### src/rtl/kdi_pkg.sv
package kdi_pkg;

  // register offsets inside the four-byte window
  localparam int unsigned OFS_W    = 2;
  localparam int unsigned NREGS    = 1 << OFS_W;
  localparam int unsigned OFS_RXD  = 0;
  localparam int unsigned OFS_TXD  = 1;
  localparam int unsigned OFS_STAT = 2;
  localparam int unsigned OFS_CTRL = 3;

  // status byte bit positions
  localparam int unsigned ST_RX_RDY = 0;
  localparam int unsigned ST_TX_RDY = 1;
  localparam int unsigned ST_OVR    = 2;
  localparam int unsigned ST_RX_IRQ = 6;
  localparam int unsigned ST_TX_IRQ = 7;

  // control byte bit positions
  localparam int unsigned CT_RX_EN = 0;
  localparam int unsigned CT_TX_EN = 1;

endpackage

### src/rtl/kdi_decode.sv
module kdi_decode
  import kdi_pkg::*;
#(
  parameter int unsigned           ADDR_W    = 16,
  parameter logic [ADDR_W-1:0]     BASE_ADDR = 16'hFF00
) (
  input  logic [ADDR_W-1:0] addr,
  input  logic              rd,
  input  logic              wr,
  output logic [NREGS-1:0]  rd_sel,
  output logic [NREGS-1:0]  wr_sel
);

  localparam int unsigned TAG_W = ADDR_W - OFS_W;

  logic [TAG_W-1:0] tag;
  logic [OFS_W-1:0] ofs;
  logic             hit;

  assign tag = addr[ADDR_W-1:OFS_W];
  assign ofs = addr[OFS_W-1:0];
  assign hit = (tag == BASE_ADDR[ADDR_W-1:OFS_W]);

  for (genvar i = 0; i < NREGS; i++) begin : g_sel
    assign rd_sel[i] = hit && rd && (ofs == OFS_W'(i));
    assign wr_sel[i] = hit && wr && (ofs == OFS_W'(i));
  end

endmodule

### src/rtl/kdi_kbd_chan.sv
module kdi_kbd_chan #(
  parameter int unsigned DATA_W = 8
) (
  input  logic              clk,
  input  logic              rst_n,
  input  logic              kb_valid,
  input  logic [DATA_W-1:0] kb_data,
  input  logic              rd_take,
  input  logic              clr_ovr,
  output logic [DATA_W-1:0] rx_data,
  output logic              rx_rdy,
  output logic              ovr
);

  logic rx_rdy_d;
  logic ovr_d;
  logic data_en;

  always_comb begin
    rx_rdy_d = rx_rdy;
    ovr_d    = ovr;
    data_en  = 1'b0;
    if (rd_take) begin
      rx_rdy_d = 1'b0;
    end
    if (clr_ovr) begin
      ovr_d = 1'b0;
    end
    if (kb_valid) begin
      if (!rx_rdy || rd_take) begin
        rx_rdy_d = 1'b1;
        data_en  = 1'b1;
      end else begin
        ovr_d = 1'b1;
      end
    end
  end

  always_ff @(posedge clk or negedge rst_n) begin
    if (!rst_n) begin
      rx_rdy <= 1'b0;
      ovr    <= 1'b0;
    end else begin
      rx_rdy <= rx_rdy_d;
      ovr    <= ovr_d;
    end
  end

  always_ff @(posedge clk or negedge rst_n) begin
    if (!rst_n) begin
      rx_data <= '0;
    end else if (data_en) begin
      rx_data <= kb_data;
    end
  end

endmodule

### src/rtl/kdi_disp_chan.sv
module kdi_disp_chan #(
  parameter int unsigned DATA_W = 8
) (
  input  logic              clk,
  input  logic              rst_n,
  input  logic              wr_take,
  input  logic [DATA_W-1:0] wdata,
  input  logic              dp_ready,
  output logic              dp_valid,
  output logic [DATA_W-1:0] dp_data,
  output logic              tx_rdy
);

  logic valid_d;
  logic load_en;

  always_comb begin
    valid_d = dp_valid;
    load_en = 1'b0;
    if (dp_valid) begin
      if (dp_ready) begin
        valid_d = 1'b0;
      end
    end else if (wr_take) begin
      valid_d = 1'b1;
      load_en = 1'b1;
    end
  end

  always_ff @(posedge clk or negedge rst_n) begin
    if (!rst_n) begin
      dp_valid <= 1'b0;
    end else begin
      dp_valid <= valid_d;
    end
  end

  always_ff @(posedge clk or negedge rst_n) begin
    if (!rst_n) begin
      dp_data <= '0;
    end else if (load_en) begin
      dp_data <= wdata;
    end
  end

  assign tx_rdy = ~dp_valid;

endmodule

### src/rtl/kdi_regs.sv
module kdi_regs
  import kdi_pkg::*;
#(
  parameter int unsigned DATA_W = 8
) (
  input  logic              clk,
  input  logic              rst_n,
  input  logic [NREGS-1:0]  rd_sel,
  input  logic              wr_ctrl,
  input  logic [DATA_W-1:0] wdata,
  input  logic [DATA_W-1:0] rx_data,
  input  logic [DATA_W-1:0] tx_data,
  input  logic              rx_rdy,
  input  logic              tx_rdy,
  input  logic              ovr,
  output logic              ken,
  output logic              den,
  output logic              kirq,
  output logic              dirq,
  output logic [DATA_W-1:0] rdata
);

  logic              ken_d;
  logic              den_d;
  logic [DATA_W-1:0] stat_v;
  logic [DATA_W-1:0] ctrl_v;
  logic [DATA_W-1:0] rdata_d;

  assign kirq = rx_rdy & ken;
  assign dirq = tx_rdy & den;

  always_comb begin
    stat_v            = '0;
    stat_v[ST_RX_RDY] = rx_rdy;
    stat_v[ST_TX_RDY] = tx_rdy;
    stat_v[ST_OVR]    = ovr;
    stat_v[ST_RX_IRQ] = kirq;
    stat_v[ST_TX_IRQ] = dirq;
    ctrl_v            = '0;
    ctrl_v[CT_RX_EN]  = ken;
    ctrl_v[CT_TX_EN]  = den;
  end

  always_comb begin
    ken_d = ken;
    den_d = den;
    if (wr_ctrl) begin
      ken_d = wdata[CT_RX_EN];
      den_d = wdata[CT_TX_EN];
    end
  end

  always_comb begin
    rdata_d = '0;
    if (rd_sel[OFS_RXD])  rdata_d = rdata_d | rx_data;
    if (rd_sel[OFS_TXD])  rdata_d = rdata_d | tx_data;
    if (rd_sel[OFS_STAT]) rdata_d = rdata_d | stat_v;
    if (rd_sel[OFS_CTRL]) rdata_d = rdata_d | ctrl_v;
  end

  always_ff @(posedge clk or negedge rst_n) begin
    if (!rst_n) begin
      ken   <= 1'b0;
      den   <= 1'b0;
      rdata <= '0;
    end else begin
      ken   <= ken_d;
      den   <= den_d;
      rdata <= rdata_d;
    end
  end

endmodule

### src/rtl/kbd_disp_if.sv
module kbd_disp_if
  import kdi_pkg::*;
#(
  parameter int unsigned       ADDR_W     = 16,
  parameter int unsigned       DATA_W     = 8,
  parameter logic [ADDR_W-1:0] BASE_ADDR  = 16'hFF00,
  parameter int unsigned       RST_STAGES = 2
) (
  input  logic              clk,
  input  logic              rst_n,
  input  logic [ADDR_W-1:0] bus_addr,
  input  logic [DATA_W-1:0] bus_wdata,
  input  logic              bus_wr,
  input  logic              bus_rd,
  output logic [DATA_W-1:0] bus_rdata,
  input  logic              kb_valid,
  input  logic [DATA_W-1:0] kb_data,
  output logic              kb_ready,
  output logic              dp_valid,
  output logic [DATA_W-1:0] dp_data,
  input  logic              dp_ready,
  output logic              irq
);

  // reset: asserted at once, released after RST_STAGES edges
  logic [RST_STAGES-1:0] rst_pipe;
  logic                  rst_q_n;

  always_ff @(posedge clk or negedge rst_n) begin
    if (!rst_n) begin
      rst_pipe <= '0;
    end else begin
      rst_pipe <= {rst_pipe[RST_STAGES-2:0], 1'b1};
    end
  end
  assign rst_q_n = rst_pipe[RST_STAGES-1];

  logic [NREGS-1:0]  rd_sel;
  logic [NREGS-1:0]  wr_sel;
  logic [DATA_W-1:0] rx_data;
  logic              rx_rdy;
  logic              tx_rdy;
  logic              ovr;
  logic              ken;
  logic              den;
  logic              kirq;
  logic              dirq;
  logic              unused_wr;

  kdi_decode #(
    .ADDR_W    (ADDR_W),
    .BASE_ADDR (BASE_ADDR)
  ) u_decode (
    .addr   (bus_addr),
    .rd     (bus_rd),
    .wr     (bus_wr),
    .rd_sel (rd_sel),
    .wr_sel (wr_sel)
  );

  // writes to the input data and status offsets are dropped
  assign unused_wr = ^{wr_sel[OFS_RXD], wr_sel[OFS_STAT]};

  kdi_kbd_chan #(
    .DATA_W (DATA_W)
  ) u_kbd (
    .clk      (clk),
    .rst_n    (rst_q_n),
    .kb_valid (kb_valid),
    .kb_data  (kb_data),
    .rd_take  (rd_sel[OFS_RXD]),
    .clr_ovr  (rd_sel[OFS_STAT]),
    .rx_data  (rx_data),
    .rx_rdy   (rx_rdy),
    .ovr      (ovr)
  );

  kdi_disp_chan #(
    .DATA_W (DATA_W)
  ) u_disp (
    .clk      (clk),
    .rst_n    (rst_q_n),
    .wr_take  (wr_sel[OFS_TXD]),
    .wdata    (bus_wdata),
    .dp_ready (dp_ready),
    .dp_valid (dp_valid),
    .dp_data  (dp_data),
    .tx_rdy   (tx_rdy)
  );

  kdi_regs #(
    .DATA_W (DATA_W)
  ) u_regs (
    .clk     (clk),
    .rst_n   (rst_q_n),
    .rd_sel  (rd_sel),
    .wr_ctrl (wr_sel[OFS_CTRL]),
    .wdata   (bus_wdata),
    .rx_data (rx_data),
    .tx_data (dp_data),
    .rx_rdy  (rx_rdy),
    .tx_rdy  (tx_rdy),
    .ovr     (ovr),
    .ken     (ken),
    .den     (den),
    .kirq    (kirq),
    .dirq    (dirq),
    .rdata   (bus_rdata)
  );

  assign kb_ready = 1'b1;
  assign irq      = kirq | dirq;

endmodule

### config.mk
export PLATFORM = sky130hd
export DESIGN_NAME = kbd_disp_if
export DESIGN_NICKNAME = d
export VERILOG_FILES = /design/src/rtl/kdi_pkg.sv /design/src/rtl/kdi_decode.sv /design/src/rtl/kdi_kbd_chan.sv /design/src/rtl/kdi_disp_chan.sv /design/src/rtl/kdi_regs.sv /design/src/rtl/kbd_disp_if.sv
export SDC_FILE = /design/constraint.sdc
export NUM_CORES = 1
export LEC_CHECK = 0
export BUFFER_PORTS_ARGS = -buffer_cell sky130_fd_sc_hd__buf_2
export CAP_MARGIN = 30
export CORE_MARGIN = 8
export CORE_UTILIZATION = 47
export DETAILED_ROUTE_END_ITERATION = 6
export GPL_ROUTABILITY_DRIVEN = 0
export PLACE_DENSITY = 0.86
export SETUP_SLACK_MARGIN = 0.4
export SLEW_MARGIN = 20
export SYNTH_ARGS = -nofsm -noshare
export SYNTH_HDL_FRONTEND = slang
export SYNTH_SLANG_ARGS = --single-unit
export TNS_END_PERCENT = 100
### constraint.sdc
create_clock -name clk -period 1.2 [get_ports clk]
set_clock_uncertainty 0.1 [all_clocks]
set_input_delay 0.06 -clock clk [delete_from_list [all_inputs] [get_ports clk]]
set_output_delay 0.06 -clock clk [all_outputs]
set_load 0.01 [all_outputs]
==> run metrics <==
CTS buffer count=5; Final nets=234; register area share after synthesis=56.57%; Tot Pwr=2.198 mW; DR iter-0 viols=66; PwrDens=948.5 nW/um^2; sequential power share=50.1%; DRT Pass-1 Iters=4; gate count of the mapped netlist=a little over 100; antenna violations before repair=0; Die W=70.02 um; Syn Area/Cell=13.58 um^2; Cell Area, Synth=1371 um^2; CTS tree=yes; Yosys warning count=0; Peak VDD IR=1.345 mV; post-synth top area share=56.57%; largest family of logic cells by synthesized area=multiplexers; Post-synth EDFFs=0; largest net degree at the start of global routing=30; largest area contributor in the netlist=dfrtp_1; post-synthesis adder-cell area fraction=0%; Crit Path Category=primary input to register; root buffer cell=clkbuf_4; drt wl/cell=19.45 um; most frequent cell after synthesis=dfrtp_1; Synth top cells by count=dfrtp_1, mux2_1, nor2_1, mux2i_1, and2_1; CP Capture Type=register; vias per cell=5.355; ant diodes=0; I/O Pins=57; fin. max-slew vios=0; failing checks=negative hold slack, negative setup slack; Reg clk slew, reported paths=0.11 ns; core region area=2758 um^2; NetSw=525.8 uW; Initial Util=49.73%; Port Buffers=55; complex-gate fraction of the synthesized area=4.836%; DP HPWL=2843 um; share of cells above drive strength 1=72.08%; Synth Register Bits=31; Hold Fails Final Rpt=18; via count=1221; Clock power frac=37.7%; total track usage=17.94%; Die Span Y=70.02 um; Yosys cell types=27; first-pass GRT wire length=~7000 um; row cnt=19; worst skew pair latency=0.33 ns; CP required=1.33 ns; area growth from synthesis to layout=68.98%; Setup crit start kind=primary input; f_max=711.3 MHz; share of synthesized flip-flops with an asynchronous set or reset=100.0%; final wirelength=4434 um; Post-synth top flop=dfrtp_1; Clock Sinks=31; minimum clock period=1.406 ns; setup ws final=-0.2059 ns; DIE AREA=4902 um^2; Hold Path Class=primary input to register; H-tree depth=2; GR Overflow Total=0; sw frac=about a quarter; vias in the first global route=1383; Post-Synth Simple-Gate Area=13.69%; Leak=1.229 nW; drt drc=0; internal power=approximately 1.7 mW; Comb pwr share=12.1%; setup violators final=28; post-synthesis xor/xnor area fraction=0%; post-route clock period utilization=117.2%; Final Hold Slack=-0.1548 ns; Crit Path Max Fanout=6; max-cap viol count=0; antenna-violating nets left=0; CTS Buffer Depth=2; status=finished, violations left; top post-synthesis cells by area=dfrtp_1, mux2_1, mux2i_1; mux cell area share after synthesis=22.45%; RSZ-0062 raised after global routing=true; WP data arrival=between 1.5 and 2 ns
[layer usage]
layer / wire, um / global-route usage (%) / vias to the layer above
li1: - / - / 546
met1: 1775 / 20.02 / 610
met2: 2231 / 29.85 / 54
met3: 321 / 6.073 / 11
met4: 106 / 8.705 / 0
met5: 0 / 0 / -
[power groups by stage]
stage                     sequential [mW]  combinational, mW  clock, mW
final                                1.10              0.266      0.829
after global routing                 1.11              0.284      0.907
after CTS                            1.10              0.250      0.830
after detailed placement             1.12              0.211          0
after global placement               1.11              0.201          0
after floorplan                      1.12             0.0932          0
[path summary, 6_finish.rpt]
path	cells after the start	slack, ns	endpoint	from
worst max register to register	4	-0.20	u_disp.dp_data[3]$_DFFE_PN0P_	u_disp.dp_valid$_DFF_PN0_
worst min-delay path	2	-0.15	u_disp.dp_data[7]$_DFFE_PN0P_	bus_wdata[7]
worst max-delay path	7	-0.21	u_kbd.rx_data[7]$_DFFE_PN0P_	bus_addr[4]
max in group asynchronous	3	0.44	rst_pipe[1]$_DFF_PN0_	rst_n
min in group asynchronous	1	0.16	u_disp.dp_data[6]$_DFFE_PN0P_	rst_pipe[1]$_DFF_PN0_
worst min register to register	1	0.16	u_disp.dp_data[6]$_DFFE_PN0P_	rst_pipe[1]$_DFF_PN0_
[logic make-up (layout without fill, tap and decap cells)]
group	after synthesis	in the layout
and+or+nand+nor	29	29
DFF	31	31
buffers and inverters	6	101
AOI/OAI and AO/OA	8	8
other	1	2
muxes	26	26
[flip-flops by register name, summed over array words and instances (netlist names)]
signal and count:
u_regs.den 1, u_regs.rdata 8, u_disp.dp_data 8, rst_pipe 2, u_kbd.ovr 1, u_kbd.rx_data 8
u_disp.dp_valid 1, u_kbd.rx_rdy 1, u_regs.ken 1
[layout make-up]
| type | instances | area (um^2) |
|---|---|---|
| flip-flops and latches | 31 | 778.2 |
| multi-input cells | 65 | 772.0 |
| repair buffers | 91 | 639.4 |
| fillers | 143 | 440.4 |
| clock inverters | 3 | 43.79 |
| well taps | 31 | 38.79 |
| clock buffers | 5 | 37.54 |
| inverters | 2 | 7.507 |
[worst max-delay path, stage by stage]
cell and delay [ns]:
buf_6 0.09, nand4bb_4 0.25, buf_6 0.15, nor4_4 0.34, a31oi_4 0.16, buf_6 0.17
mux2_4 0.30
[cell usage in the layout (no fill, tap or decap), types with 2 or more instances in the layout]
| cell | n |
|---|---|
| buf_2 | 49 |
| dfrtp_1 | 29 |
| buf_4 | 20 |
| buf_6 | 19 |
| mux2_4 | 18 |
| mux2i_1 | 6 |
| clkbuf_4 | 5 |
| and2_4 | 4 |
| nor2_1 | 4 |
| nand2_4 | 3 |
| dlygate4sd3_1 | 3 |
| nand4bb_4 | 2 |
| nand4_1 | 2 |
| o22ai_1 | 2 |
| inv_1 | 2 |
| nor2_4 | 2 |
| mux4_2 | 2 |
| conb_1 | 2 |
| dfrtp_2 | 2 |
[per-stage QoR]
stage / setup TNS, ns / cells / setup slack [ns] / util, % / area (um^2)
floorplan: -4.632 / 102 / -0.2875 / - / 1460
global placement: -8.828 / 205 / -0.4256 / 69.06 / 1904
CTS: -2.721 / 223 / -0.1879 / 81.03 / 2235
detailed placement: -9.782 / 205 / -0.4732 / 69.06 / 1904
finish: -3.864 / 228 / -0.2059 / 84.03 / 2317
global route: -4.427 / 228 / -0.2365 / 84.03 / 2317
[what timing repair did]
action	CTS	global route
pin swaps	8	4
gates resized for setup	40	13
buffers inserted	7	5
endpoints found under the setup margin	47	49
hold buffers	3	1
endpoints found under the hold margin	22	20
(Power assumes the default switching activity.)
